<file path="src/rtl/burst_pkg.sv">
package burst_pkg;
    typedef enum logic [1:0] {
        ST_IDLE,
        ST_FIXED,
        ST_PAGE
    } bst_e;

    localparam logic [2:0] BLC_ONE   = 3'b000;
    localparam logic [2:0] BLC_TWO   = 3'b001;
    localparam logic [2:0] BLC_FOUR  = 3'b010;
    localparam logic [2:0] BLC_EIGHT = 3'b011;
    localparam logic [2:0] BLC_PAGE  = 3'b111;
endpackage

</file>
<file path="src/rtl/burst_len_decode.sv">
module burst_len_decode
    import burst_pkg::*;
#(
    parameter int COL_W = 10
) (
    input  logic [2:0]       bl_code_i,
    input  logic             is_write_i,
    input  logic             single_write_i,
    output logic [COL_W-1:0] mask_o,
    output logic             page_o
);
    always_comb begin
        mask_o = '0;
        page_o = 1'b0;
        if (!(single_write_i && is_write_i)) begin
            unique case (bl_code_i)
                BLC_TWO:   mask_o = COL_W'(1);
                BLC_FOUR:  mask_o = COL_W'(3);
                BLC_EIGHT: mask_o = COL_W'(7);
                BLC_PAGE: begin
                    mask_o = '1;
                    page_o = 1'b1;
                end
                default:   mask_o = '0;
            endcase
        end
    end
endmodule

</file>
<file path="src/rtl/burst_addr_calc.sv">
module burst_addr_calc #(
    parameter int COL_W = 10
) (
    input  logic [COL_W-1:0] base_i,
    input  logic [COL_W-1:0] cnt_i,
    input  logic [COL_W-1:0] mask_i,
    input  logic             ilv_i,
    output logic [COL_W-1:0] col_o
);
    logic [COL_W-1:0] lin_sum;

    always_comb begin
        lin_sum = base_i + cnt_i;
        if (ilv_i)
            col_o = base_i ^ (cnt_i & mask_i);
        else
            col_o = (base_i & ~mask_i) | (lin_sum & mask_i);
    end
endmodule

</file>
<file path="src/rtl/burst_colgen.sv">
module burst_colgen
    import burst_pkg::*;
#(
    parameter int COL_W = 10
) (
    input  logic             clk,
    input  logic             rst_n,
    input  logic             start_i,
    input  logic [COL_W-1:0] start_col_i,
    input  logic [2:0]       bl_code_i,
    input  logic             interleave_i,
    input  logic             is_write_i,
    input  logic             single_write_i,
    input  logic             stop_i,
    output logic [COL_W-1:0] col_o,
    output logic             valid_o,
    output logic             last_o
);
    localparam logic [COL_W-1:0] ONE = COL_W'(1);

    bst_e             state_q, state_d;
    logic [COL_W-1:0] base_q, cnt_q, mask_q;
    logic             ilv_q;
    logic [COL_W-1:0] dec_mask;
    logic             dec_page;
    logic [COL_W-1:0] calc_col;

    burst_len_decode #(.COL_W(COL_W)) u_dec (
        .bl_code_i      (bl_code_i),
        .is_write_i     (is_write_i),
        .single_write_i (single_write_i),
        .mask_o         (dec_mask),
        .page_o         (dec_page)
    );

    burst_addr_calc #(.COL_W(COL_W)) u_calc (
        .base_i (base_q),
        .cnt_i  (cnt_q),
        .mask_i (mask_q),
        .ilv_i  (ilv_q),
        .col_o  (calc_col)
    );

    // next-state selection
    always_comb begin
        state_d = state_q;
        if (start_i) begin
            state_d = dec_page ? ST_PAGE : ST_FIXED;          // launch
        end else begin
            unique case (state_q)
                ST_IDLE:  state_d = ST_IDLE;
                ST_FIXED: begin
                    if (stop_i)               state_d = ST_IDLE;  // halt
                    else if (cnt_q == mask_q) state_d = ST_IDLE;  // complete
                    else                      state_d = ST_FIXED; // advance
                end
                ST_PAGE:  state_d = stop_i ? ST_IDLE : ST_PAGE;
                default:  state_d = ST_IDLE;
            endcase
        end
    end

    // state register and burst context
    always_ff @(posedge clk or negedge rst_n) begin
        if (!rst_n) begin
            state_q <= ST_IDLE;
            base_q  <= '0;
            cnt_q   <= '0;
            mask_q  <= '0;
            ilv_q   <= 1'b0;
        end else begin
            state_q <= state_d;
            if (start_i) begin
                base_q <= start_col_i;
                cnt_q  <= '0;
                mask_q <= dec_mask;
                ilv_q  <= interleave_i && !dec_page;
            end else if (state_q != ST_IDLE) begin
                cnt_q <= cnt_q + ONE;
            end
        end
    end

    // outputs
    always_comb begin
        col_o   = '0;
        valid_o = 1'b0;
        last_o  = 1'b0;
        unique case (state_q)
            ST_IDLE: ;
            ST_FIXED: begin
                col_o   = calc_col;
                valid_o = 1'b1;
                last_o  = (cnt_q == mask_q);
            end
            ST_PAGE: begin
                col_o   = calc_col;
                valid_o = 1'b1;
            end
            default: ;
        endcase
    end

    AST_START_FIRST: assert property (@(posedge clk) disable iff (!rst_n)
        start_i |=> (valid_o && col_o == $past(start_col_i)));
    AST_STOP_DROP: assert property (@(posedge clk) disable iff (!rst_n)
        (stop_i && !start_i) |=> !valid_o);
    AST_LAST_END: assert property (@(posedge clk) disable iff (!rst_n)
        (valid_o && last_o && !start_i) |=> !valid_o);
    AST_PAGE_NO_LAST: assert property (@(posedge clk) disable iff (!rst_n)
        (state_q == ST_PAGE) |-> !last_o);
    AST_PAGE_STEP: assert property (@(posedge clk) disable iff (!rst_n)
        (state_q == ST_PAGE && !start_i && !stop_i)
        |=> (valid_o && col_o == ($past(col_o) + ONE)));
    AST_LAST_VALID: assert property (@(posedge clk) disable iff (!rst_n)
        last_o |-> valid_o);
endmodule

</file>
<file path="config.mk">
export PLATFORM = sky130hd
export DESIGN_NAME = burst_colgen
export DESIGN_NICKNAME = d
export VERILOG_FILES = /design/src/rtl/burst_pkg.sv /design/src/rtl/burst_len_decode.sv /design/src/rtl/burst_addr_calc.sv /design/src/rtl/burst_colgen.sv
export SDC_FILE = /design/constraint.sdc
export NUM_CORES = 1
export LEC_CHECK = 0
export ABC_AREA = 1
export BUFFER_PORTS_ARGS = -buffer_cell sky130_fd_sc_hd__buf_2
export CAP_MARGIN = 10
export CORE_ASPECT_RATIO = 0.7
export CORE_MARGIN = 2
export CORE_UTILIZATION = 54
export DETAILED_ROUTE_END_ITERATION = 12
export PLACE_DENSITY = 0.76
export SLEW_MARGIN = 0
export SYNTH_ARGS = -nofsm -noshare
export SYNTH_HDL_FRONTEND = slang
export SYNTH_SLANG_ARGS = --single-unit
</file>
<file path="constraint.sdc">
create_clock -name clk -period 2.5 [get_ports clk]
set_input_delay 0.5 -clock clk [delete_from_list [all_inputs] [get_ports clk]]
set_output_delay 0.5 -clock clk [all_outputs]
set_load 0.02 [all_outputs]
</file>
==> flow_summary.html <==
<table>
<tr><th>Metric</th><th>Value</th></tr>
<tr><th colspan="2">Global route</th></tr>
<tr><td>Total congestion overflow after global routing</td><td>0</td></tr>
<tr><td>Global Route Usage Sum</td><td>28.1%</td></tr>
<tr><td>Pin count of the biggest net entering global routing</td><td>28</td></tr>
<tr><td>Via count of the first global-routing pass</td><td>2098</td></tr>
<tr><td>Wire length of the first global-routing pass</td><td>9880 um</td></tr>
<tr><td>Number of antenna violations at the first check in global routing</td><td>0</td></tr>
<tr><th colspan="2">Timing</th></tr>
<tr><td>Hold WS</td><td>0.214 ns</td></tr>
<tr><td>Pins Over Slew Limit</td><td>0</td></tr>
<tr><td>Final Hold Viols</td><td>0</td></tr>
<tr><td>Final period demand of the worst path</td><td>2.51 ns</td></tr>
<tr><td>Post-route fraction of the period consumed by the critical path</td><td>101%</td></tr>
<tr><td>Slew at the pin closest to its max-slew limit</td><td>0.659 ns</td></tr>
<tr><td>Largest clock skew in the final design</td><td>0.00274 ns</td></tr>
<tr><td>Endpoints failing setup</td><td>2</td></tr>
<tr><td>Final Worst Setup Slack</td><td>-0.0144 ns</td></tr>
<tr><td>Setup_tns</td><td>-0.0147 ns</td></tr>
<tr><td>Unrepaired setup endpoints after global routing</td><td>yes</td></tr>
<tr><td>Maximum clock frequency</td><td>398 MHz</td></tr>
<tr><td>Max_slew headroom</td><td>56.0%</td></tr>
<tr><th colspan="2">Critical path</th></tr>
<tr><td>Biggest fanout along the worst timing path</td><td>3</td></tr>
<tr><td>Kind of end point of the critical path</td><td>primary output</td></tr>
<tr><td>Critical path depth</td><td>9</td></tr>
<tr><td>Largest delay share family, worst path</td><td>adder cells</td></tr>
<tr><td>Crit-path most repeated cell</td><td>nand3_1</td></tr>
<tr><td>Delay of the slowest critical-path stage</td><td>0.38 ns</td></tr>
<tr><td>Crit path kind</td><td>reg2out</td></tr>
<tr><td>CP Data Required Time</td><td>2.00 ns</td></tr>
<tr><td>List of cells traversed by the critical path</td><td>ha_2, inv_2, fa_2, o21ai_4, nand2_1, nand3_1, nand3_1, a21oi_1, buf_4</td></tr>
<tr><td>Startpoint Class</td><td>register</td></tr>
<tr><td>Cell at the slowest stage of the critical path</td><td>dfrtp_1</td></tr>
<tr><td>Critical path arrival</td><td>2.01 ns</td></tr>
<tr><td>Reg2Reg Depth</td><td>7</td></tr>
<tr><td>Critical path buffer and inverter count</td><td>2</td></tr>
<tr><th colspan="2">Final layout</th></tr>
<tr><td>Layout overhead on the synthesized area</td><td>22.5%</td></tr>
<tr><td>Fin nets</td><td>385</td></tr>
<tr><td>Finished Core Util</td><td>68.3%</td></tr>
<tr><td>Multi-input gate area</td><td>1480 sq um</td></tr>
<tr><td>Number of filler cells placed in the layout</td><td>318</td></tr>
<tr><td>Number of antenna repair diodes</td><td>0</td></tr>
<tr><td>Fraction of layout instances using a drive strength above 1</td><td>24.1%</td></tr>
<tr><td>Sequential cell area in the final layout</td><td>686 sq um</td></tr>
<tr><th colspan="2">Clocking</th></tr>
<tr><td>Insertion delay of the later-clocked pin in the worst-skew pair</td><td>0.29 ns</td></tr>
<tr><td>TritonCTS clock tree</td><td>done</td></tr>
<tr><td>Clk slew on worst S/H paths</td><td>0.10 ns</td></tr>
<tr><td>Clock buffer count from CTS</td><td>3</td></tr>
<tr><td>Buffer type at the clock tree root</td><td>clkbuf_8</td></tr>
<tr><td>Hold-fix buffers at CTS</td><td>0</td></tr>
<tr><td>H-tree lvl count</td><td>1</td></tr>
<tr><td>Clk sinks</td><td>27</td></tr>
<tr><td>Longest Clk Path Bufs</td><td>2</td></tr>
<tr><th colspan="2">Synth</th></tr>
<tr><td>Sequential-to-total area share from yosys stat</td><td>31.1%</td></tr>
<tr><td>Count of state elements after synthesis</td><td>27</td></tr>
<tr><td>Yosys Warn Count</td><td>0</td></tr>
<tr><td>Synthesized instance count</td><td>299</td></tr>
<tr><td>Avg Inst Size Synth</td><td>7.27 sq um</td></tr>
<tr><td>Syn nets</td><td>343</td></tr>
<tr><td>Count of flip-flops with a built-in enable after synthesis</td><td>0</td></tr>
<tr><td>Library cell with the highest instance count after synthesis</td><td>nand2_1</td></tr>
<tr><td>Leading cell types by total area after synthesis</td><td>dfrtp_1 (31%), nand2_1 (13%), ha_1 (13%), a21oi_1 (6.4%), inv_1 (5.9%)</td></tr>
<tr><td>Synthesized area</td><td>2170 sq um</td></tr>
<tr><td>Area share of the largest cell type after synthesis</td><td>31.1%</td></tr>
<tr><td>Post-synth ARST share</td><td>100%</td></tr>
<tr><td>Cell type with the highest aggregate area in the netlist</td><td>dfrtp_1</td></tr>
<tr><td>Main flop type after synthesis</td><td>dfrtp_1</td></tr>
<tr><td>Post-synth cell types</td><td>33</td></tr>
<tr><td>Top cells by count, synth</td><td>nand2_1 (78), inv_1 (34), a21oi_1 (28), dfrtp_1 (27), ha_1 (23)</td></tr>
<tr><th colspan="2">Die</th></tr>
<tr><td>Standard-cell rows</td><td>19</td></tr>
<tr><td>Total I/O pin count</td><td>32</td></tr>
<tr><td>Width of the die</td><td>79.8 um</td></tr>
<tr><td>Total Die Area</td><td>4560 sq um</td></tr>
<tr><td>Core area</td><td>3900 sq um</td></tr>
<tr><td>DIE HEIGHT</td><td>57.1 um</td></tr>
<tr><td>Starting Density</td><td>55.8%</td></tr>
<tr><th colspan="2">Place</th></tr>
<tr><td>Final Wtd Congestion</td><td>0.873</td></tr>
<tr><td>DP HPWL</td><td>4310 um</td></tr>
<tr><td>DP Worst Slack</td><td>0.152 ns</td></tr>
<tr><td>PortBufs</td><td>31</td></tr>
<tr><th colspan="2">Pwr</th></tr>
<tr><td>Overall power of the completed layout</td><td>1.17 mW</td></tr>
<tr><td>Relative contribution of sequential cells to total power</td><td>43.3%</td></tr>
<tr><td>Pwr per Cell Area</td><td>438 nW/um^2</td></tr>
<tr><td>Switching power</td><td>0.424 mW</td></tr>
<tr><td>Leakage power summed over all cells</td><td>1.32 nW</td></tr>
<tr><td>Net Sw Frac</td><td>36.3%</td></tr>
<tr><td>P_int</td><td>0.742 mW</td></tr>
<tr><td>Largest voltage drop on the vdd net</td><td>380 uV</td></tr>
<tr><td>Part of the power in combinational logic</td><td>32.8%</td></tr>
<tr><td>Proportion of power drawn by the clock network</td><td>23.8%</td></tr>
<tr><th colspan="2">Run status</th></tr>
<tr><td>Violated checks</td><td>negative setup slack</td></tr>
<tr><td>Run status</td><td>finished, violations left</td></tr>
<tr><th colspan="2">Routing</th></tr>
<tr><td>Detailed router's first-iteration violation count</td><td>142</td></tr>
<tr><td>Vias</td><td>2171</td></tr>
<tr><td>Antenna-violating nets left</td><td>0</td></tr>
<tr><td>Wire length reported by the detailed router</td><td>5950 um</td></tr>
<tr><td>TritonRoute pass-1 iters</td><td>4</td></tr>
<tr><td>Average vias per placed instance</td><td>5.54</td></tr>
<tr><td>Number of DRC violations after detailed routing</td><td>0</td></tr>
<tr><td>Average wire length per cell after detail routing</td><td>15.2 um</td></tr>
<tr><th colspan="2">Hold path</th></tr>
<tr><td>Class of the worst hold path</td><td>in2async</td></tr>
<tr><th colspan="2">Flow run</th></tr>
<tr><td>Reported max-cap violation count</td><td>0</td></tr>
</table>
-- cell usage in the layout (no fill, tap or decap), types with 2 or more instances in the layout --
master / Yosys / routed
nand2_1: 78 / 77
inv_1: 34 / 33
buf_2: 1 / 26
a21oi_1: 28 / 24
o21ai_0: 21 / 20
dfrtp_1: 27 / 19
nand3_1: 18 / 18
nor2_1: 17 / 17
ha_1: 23 / 15
buf_4: 0 / 15
dfrtp_2: 0 / 8
nor3_1: 7 / 7
ha_4: 0 / 7
xor2_1: 5 / 5
xnor2_1: 5 / 5
nand4_1: 5 / 5
a21oi_2: 1 / 4
nand2_2: 2 / 3
nand3b_1: 3 / 3
o21ai_1: 2 / 3
clkbuf_8: 0 / 3
a211oi_1: 2 / 2
or2_2: 2 / 2
nor4_2: 0 / 2
nor3_2: 2 / 2
-- logic make-up (layout without fill, tap and decap cells) --
logic type	count (synthesis)	count (layout)	synth area share, %
AOI/OAI and AO/OA	58	58	14.2
and+or+nand+nor	140	140	29.3
buffers and inverters	40	81	7.31
xor gates and xnor gates	10	10	4.03
DFF	27	27	31.1
adders and majority gates	24	24	14.2
-- layer usage --
layer	share of wire, %	GRT usage [%]	vias up
met3	4.7	3.64	9
met4	1.3	5.57	0
met2	44	42.4	63
li1	-	-	1078
met1	50	43.6	1021
met5	0	0	-
-- timing repair --
action / in CTS / in global routing
pin swaps: 1 / 3
resized for setup: 14 / 20
setup buffers: 2 / 2
endpoints found under the setup margin: 7 / 9
-- power groups by stage --
stage | logic, mW | clock network, mW | registers [mW]
floorplan | 0.223 | 0 | 0.500
global placement | 0.323 | 0 | 0.504
detailed placement | 0.331 | 0 | 0.505
CTS | 0.350 | 0.282 | 0.500
global route | 0.423 | 0.299 | 0.510
finish | 0.383 | 0.278 | 0.505
-- stage by stage --
step	cell area, sq um	instances
final	2660	392
after global routing	2660	392
after CTS	2560	390
after detailed placement	2420	384
after global placement	2420	384
after floorplan	2170	299
-- registers in the layout, indices dropped and copies added (netlist names) --
| register | cells |
|---|---|
| base_q | 10 |
| cnt_q | 10 |
| mask_q | 4 |
| state_q | 2 |
| ilv_q | 1 |
-- cell type report --
class	count	area share [%]
clock buffer	3	1.55
clock inverter	1	0.329
inverter	35	4.93
multi-input combinational	232	55.5
sequential	27	25.7
tap	52	2.44
timing repair buffer	42	9.54
-- worst paths after layout --
kind	start	endpoint	slack, ns
max	base_q[0]	col_o[8]	-0.01
min	rst_n	state_q[0]	0.21
max reg2reg	cnt_q[6]	state_q[0]	0.73
min reg2reg	mask_q[0]	mask_q[0]	0.58
max in group asynchronous	rst_n	cnt_q[1]	1.84
min in group clk	start_col_i[7]	base_q[7]	0.41
Note: power is estimated with default switching activity, not from simulation.
